File: src/rtl/uf_recovery_watchdog.sv
module uf_recovery_watchdog #(
  parameter int NWIN        = 3,
  parameter int THRESH      = 4,
  parameter int HOLD_CYCLES = 1000000
) (
  input  logic            clk,
  input  logic            rst_n,
  input  logic [NWIN-1:0] uf_evt,
  input  logic            vblank,
  output logic            vbl_irq_en,
  output logic            ctrl_enable,
  output logic            periph_reset,
  output logic            recovering
);
  localparam int CW = $clog2(THRESH + 2);
  localparam int TW = $clog2(HOLD_CYCLES + 1);

  typedef enum logic [1:0] {S_IDLE, S_OFF, S_HOLD, S_REL} st_t;

  st_t             st;
  logic [TW-1:0]   tmr;
  logic [NWIN-1:0] pend, acc, over;
  logic [CW-1:0]   cnt [NWIN];
  logic            vbl_q;
  logic            idle, trigger;

  assign idle    = (st == S_IDLE);
  assign acc     = pend | uf_evt;
  assign trigger = idle && vblank && (|over);

  for (genvar w = 0; w < NWIN; w++) begin : g_win
    assign over[w] = acc[w] && (cnt[w] >= CW'(THRESH));
    always_ff @(posedge clk) begin
      if (!rst_n || st == S_REL)
        cnt[w] <= '0;
      else if (idle && vblank)
        cnt[w] <= !acc[w] ? '0 : (&cnt[w]) ? cnt[w] : cnt[w] + 1'b1;
    end
  end

  always_ff @(posedge clk) begin
    if (!rst_n || !idle || vblank) pend <= '0;
    else                           pend <= acc;
  end

  always_ff @(posedge clk) begin
    if (!rst_n || !idle) vbl_q <= 1'b0;
    else if (vblank)     vbl_q <= |acc;
    else if (|uf_evt)    vbl_q <= 1'b1;
  end

  always_ff @(posedge clk) begin
    if (!rst_n) begin
      st  <= S_IDLE;
      tmr <= '0;
    end else begin
      case (st)
        S_IDLE: if (trigger) st <= S_OFF;
        S_OFF: begin
          st  <= S_HOLD;
          tmr <= '0;
        end
        S_HOLD:
          if (tmr == TW'(HOLD_CYCLES - 1)) st <= S_REL;
          else tmr <= tmr + 1'b1;
        default: st <= S_IDLE;
      endcase
    end
  end

  assign vbl_irq_en   = vbl_q;
  assign ctrl_enable  = idle;
  assign periph_reset = (st == S_HOLD);
  assign recovering   = !idle;

  p_uf_arms_vbl_r2: assert property (@(posedge clk) disable iff (!rst_n)
    (idle && (|uf_evt) && !vblank) |=> vbl_irq_en);

  p_vbl_off_clean_r3: assert property (@(posedge clk) disable iff (!rst_n)
    (idle && vblank && pend == '0 && uf_evt == '0) |=> !vbl_irq_en);

  p_disable_before_reset_r8: assert property (@(posedge clk) disable iff (!rst_n)
    $rose(periph_reset) |-> $past(!ctrl_enable));

  p_release_before_enable_r8: assert property (@(posedge clk) disable iff (!rst_n)
    $rose(ctrl_enable) |-> $past(!periph_reset));

  p_recovery_holds_r9: assert property (@(posedge clk) disable iff (!rst_n)
    (recovering && st != S_REL) |=> recovering);

  p_cleared_on_exit_r10: assert property (@(posedge clk) disable iff (!rst_n)
    $fell(recovering) |-> (pend == '0 && !vbl_irq_en));
endmodule

File: config.mk
export PLATFORM = sky130hd
export DESIGN_NAME = uf_recovery_watchdog
export DESIGN_NICKNAME = d
export VERILOG_FILES = /design/src/rtl/uf_recovery_watchdog.sv
export SDC_FILE = /design/constraint.sdc
export NUM_CORES = 1
export LEC_CHECK = 0
export ABC_AREA = 1
export CAP_MARGIN = 20
export CORE_MARGIN = 8
export CORE_UTILIZATION = 50
export CTS_BUF_LIST = sky130_fd_sc_hd__clkbuf_4 sky130_fd_sc_hd__clkbuf_8 sky130_fd_sc_hd__clkbuf_16
export CTS_CLUSTER_SIZE = 8
export DETAILED_ROUTE_END_ITERATION = 8
export DONT_BUFFER_PORTS = 1
export GPL_TIMING_DRIVEN = 0
export HOLD_SLACK_MARGIN = 0.08
export PLACE_DENSITY = 0.72
export REMOVE_ABC_BUFFERS = 1
export SLEW_MARGIN = 10
export SYNTH_ARGS = -nofsm -noshare
export SYNTH_HDL_FRONTEND = slang
export SYNTH_SLANG_ARGS = --single-unit
File: constraint.sdc
create_clock -name clk -period 4.32 [get_ports clk]
set_input_delay 0.432 -clock clk [delete_from_list [all_inputs] [get_ports clk]]
set_output_delay 0.432 -clock clk [all_outputs]
set_load 0.005 [all_outputs]
-- After elaboration in Yosys (flattened, before gate mapping)
Memory sizes are Yosys's and may differ from the RTL's.
Cells that the tools add are included.
- bits in registers: 26
- memory bits (writable): 9
- input port bits: 6
- memories kept: 1
- memory list (memory ; words ; bits a word ; read ports ; clocked after memory_dff ; write ports ; RTL line ; text):
    cnt ; 3 ; 3 ; 3 ; 0 ; 3 ; 23 ; logic [CW-1:0] cnt [NWIN];
- $add $sub $neg: 4
- order comparisons: 3
- equal/unequal tests: 7
- multiplexer cells: 21
- bitwise operators: 4
- reductions and logical operators: 21
- operator list (operator ; number):
    20-bit case mux with 2 select lines ; 1
    3-bit two-way mux ; 9
    20-bit by 1-bit adder with 20-bit output, second input constant ; 1
    20-bit == test, second input constant ; 1
    20-bit two-way mux ; 1
    3-bit by 1-bit adder with 3-bit output, second input constant ; 3
    3-bit >= comparator, second input constant ; 3
    3-bit AND reduction ; 3
    3-bit OR reduction ; 3
    1-bit two-way mux ; 7
    2-bit case mux with 3 select lines ; 1
    1-bit logical AND ; 5
    2-bit == test, second input constant ; 2
    2-bit two-way mux ; 2
    2-bit != test, second input constant ; 2
    2-bit AND reduction ; 2
    2-bit nonzero test ; 2
    1-bit logical OR ; 3
    1-bit bitwise OR ; 3
    3-bit bitwise OR ; 1
    2-bit by 1-bit == test with 1-bit output, second input constant ; 1
    1-bit zero test ; 2
    2-bit zero test ; 1
    2-bit by 1-bit != test with 1-bit output, second input constant ; 1

-- Longest topological paths before layout
- depth in word-level cells: 6
- gate-level depth with buffers: 11
- mapped depth without buffers: 11

-- Worst setup path after synthesis
No wires, ideal clock.
- path kind: register -> register
- start point: reg st[0]
- end point: mem cnt[0][0] (netlist name) (enable)
- arrival: 1.267 ns
- data required time: 4.018 ns
- setup slack: 2.751 ns
- stages on the path, launching flop included: 7
- path buffers: 0
- period minus slack after synthesis: 1.569 ns
- cells stage by stage: dfxtp_1 inv_1 ha_1 nand2_1 nor3_1 nand2_1 nand2_1
- RTL lines (element ; RTL line ; text):
    from (decl) ; 20 ; st_t st;
    from (signal assigned) ; 54 ; st <= S_IDLE;
    from (signal assigned) ; 58 ; S_IDLE: if (trigger) st <= S_OFF;
    from (signal assigned) ; 60 ; st <= S_HOLD;
    to (decl) ; 23 ;

-- Worst setup path in the final report
- start point: reg st[0]
- end point: reg tmr[8]
- longest elaborated chain between the ends: 3
- elaborated cells between the ends (all ways): 6
- classes of those cells: 3 x eq/ne; 1 x mux; 2 x reduce/logical
- RTL lines (element ; RTL line ; text):
    2-bit == test (*) ; n/a ;
    via periph_reset ; 12 ; output logic periph_reset,
    2-bit != test (no source line) or 2-bit nonzero test (tied branches) ; n/a ;
    2-bit AND reduction (no source line) ; n/a ;
    to (signal assigned) ; 65 ; else tmr <= tmr + 1'b1;
    to (decl) ; 21 ; logic [TW-1:0] tmr;
The timed path passes the listed nets; every way through them passes the cells marked *.
A chain may end at the register's enable or synchronous reset.

==> results.py <==
metrics = {
    "run_status": {
        "status": "finished, final reports clean",
    },
    "power_and_ir_drop": {
        "total_power_mw": 0.8946,
        "power.density_mw_per_mm2": 407.9,
        "p_leak_nw": 0.9196,
        "ir_drop_mv": 0.2537,
    },
    "cells_and_area": {
        "area_delta_synth_final_pct": 4.345,
        "nets": 309,
        "multi_input_area_sq_mm": 0.001109,
        "regArea_sq_um": 790.8,
        "antenna_cells": 0,
        "fillCellCount": 387,
        "drive_gt1_frac": 0.09556,
    },
    "setup_path": {
        "critical_path.max_fanout": 18,
        "slowest_stage": "ha_1",
        "cp.arrival_ns": 2.12,
        "crit_top_cell": "inv_1",
        "crit_buf_inv": 2,
        "timing.rr.end": "tmr[8]",
        "cp-start-kind": "flip-flop",
        "cp_slowest_stage_delay_ns": 0.55,
        "r2r_start": "st[0]",
        "path_delay_family": "adder cells",
        "cp_cell_sequence": "inv_1 -> ha_1 -> inv_1 -> nand2_2 -> nand2_1 -> a21oi_1 -> nor2_1",
        "crit_required_ns": 4.50,
        "ff2ff_path_depth": 7,
        "reg2reg_setup_slack_ns": 2.38,
        "cp-end-kind": "flip-flop",
        "criticalPathCategory": "flip-flop to flip-flop",
    },
    "global_routing": {
        "grt_pass1_vias": 1688,
        "grtUsageTotal": 0.1423,
        "grt_max_degree": 26,
        "overflow": 0,
        "antenna_found_initial": 0,
        "grt_pass1_wl_microns": 7424,
    },
    "logic_synthesis": {
        "synth_seq_area_share": 0.3762,
        "synth_flop_cell": "dfxtp_1",
        "synth_edf_count": 9,
        "async_flop_share": 0,
        "ys_types": 32,
        "syn-cell-area_sq_mm": 0.002102,
        "synth_top_area_cell": "dfxtp_1",
        "synth-seq-cells": 35,
        "synth_cells": 292,
        "avgSynthCellArea_sq_um": 7.199,
        "yosysWarningCount": 0,
        "yosys-top-cells-area": "dfxtp_1, edfxtp_1, nand2_1",
        "netlist.area_leader.share": 0.2476,
    },
    "floorplanning": {
        "start_util": 0.5217,
        "die_w_microns": 80.84,
        "num_rows": 23,
        "die_y_microns": 80.84,
        "ioPinCount": 10,
        "core_sq_mm": 0.004029,
        "die_area_sq_mm": 0.006535,
    },
    "timing": {
        "fin_crit_ns": 1.938,
        "timing.setup.tns_ns": 0,
        "rsz0062_at_grt": "no",
        "skew_ns": 0.003085,
        "period_share": 0.4486,
        "relSlewSlack": 0.5343,
        "fmax_mhz": 516.0,
        "worst_slew_pin_slew_ns": 0.6977,
        "maxSlewViolCount": 0,
        "setup_viol": 0,
        "hold_viol_final": 0,
    },
    "clock_tree": {
        "cts_tree": "yes",
        "cts_hold_buf": 0,
        "clk_latency_ns": 0.29,
        "cts_made_buffers": 5,
        "htree_levels": 2,
        "clock_sinks": 35,
        "path_clk_slew_ns": 0.07,
        "clock_path_buffers": 2,
        "post_cts_resized": 0,
        "cts-root-buf": "clkbuf_8",
        "post_cts_buffers": 0,
    },
    "route": {
        "routed-via-count": 1745,
        "detailedRoute.firstPassIterationCount": 4,
        "avgViaCountPerCell": 5.087,
        "antenna_left": 0,
        "drtIter0Drc": 115,
        "wl_per_cell_microns": 12.19,
        "routed_wirelength_microns": 4182,
        "drcViolationCount": 0,
    },
    "flow_run": {
        "cap_violations": 0,
    },
    "place": {
        "hpwl_microns": 3055,
        "place_congestion": 0.8711,
        "port_buffers": 0,
    },
    "hold_path": {
        "min_path_type": "primary input to flip-flop",
        "hold_end": "tmr[16]",
        "hold_depth": 2,
        "hp-start": "rst_n",
    },
}
==> cell usage in the layout, fill, tap and decap left out <==
master      instances
nor3_4              1
nor2_4              1
inv_1              36
nand2_4             1
a21oi_1            21
ha_1               11
nor2_1             35
xor2_1              3
clkinv_2            1
dfxtp_1            26
a21boi_1            1
nand3_1            33
nor4_1              1
nand2_2             3
nor3_1              5
xnor2_1             2
nor2_2              5
or2_2               2
nand3_2             5
nand2_1            70
edfxtp_1            9
o21bai_1            2
o21ai_0             5
nand4_1             3
clkbuf_8            5
o32ai_1             1
clkinvlp_4          1
o21ai_1             1
clkbuf_4            1
inv_2               2
==> synth_stat cells, types with 2 or more instances <==
cell	instances
ha_1	11
nand3_1	33
inv_1	36
nor2_1	35
nand2_1	70
dfxtp_1	26
o21bai_1	2
nand4_1	3
xnor2_1	2
or2_2	2
nand2_2	3
xor2_1	3
clkbuf_1	2
edfxtp_1	9
o21ai_0	5
nand3_2	5
inv_2	2
nor2_2	5
a21oi_1	21
nor3_1	5
==> per-layer routing <==
layer	up-vias	GRT usage	routed length, microns
met5	-	0	0
met4	0	0.04821	19
met3	2	0.04857	177
met2	19	0.2221	1869
met1	781	0.1793	2116
li1	943	-	-
==> kinds of logic (layout without fill, tap and decap cells) <==
logic type,after synthesis,in the layout,share of synthesized area
AOI/OAI and AO/OA,31,31,0.07916
adders and majority gates,11,11,0.06548
DFF,35,35,0.3762
xor gates and xnor gates,5,5,0.02084
buffers and inverters,45,46,0.09643
and+or+nand+nor,165,165,0.3619
==> flip-flops by register name (all words and copies together), names as in the netlist <==
signal / flops
cnt: 9
pend: 3
st: 2
tmr: 20
vbl_irq_en: 1
==> cell type report <==
class | instances | share of cell area
clock inverter | 2 | 0.005705
sequential | 35 | 0.3605
multi-input combinational | 212 | 0.5054
inverter | 38 | 0.06503
clock buffer | 6 | 0.03480
tap | 50 | 0.02852
==> per-stage QoR <==
step           instance area (sq um)  worst slack [ns]    util  hold WS (ns)  std cells
3_5_place_dp                    2105             2.373  0.5224        0.4519        335
6_report                        2193             2.382  0.5444        0.2615        343
3_3_place_gp                    2105             2.401  0.5224        0.4419        335
4_1_cts                         2193             2.356  0.5444        0.2557        343
5_1_grt                         2193             2.157  0.5444        0.2646        343
2_1_floorplan                   2042             2.751       -        0.4311        285
==> worst max-delay path by stage <==
stage                      endpoint  slack, ns  start  cells past startpoint
final                        tmr[8]       2.38  st[0]                      7
after global routing      cnt[0][0]       2.16  st[0]                      6
after CTS                    tmr[8]       2.36  st[0]                      7
after detailed placement     tmr[8]       2.37  st[0]                      7
after global placement       tmr[8]       2.40  st[0]                      7
after floorplan           cnt[0][0]       2.75  st[0]                      6
==> power breakdown <==
group          total, mW  switching (mW)  internal [mW]
clock network      0.241           0.122          0.119
registers          0.407          0.0251          0.382
logic              0.246           0.177         0.0688
(Power assumes the default switching activity.)
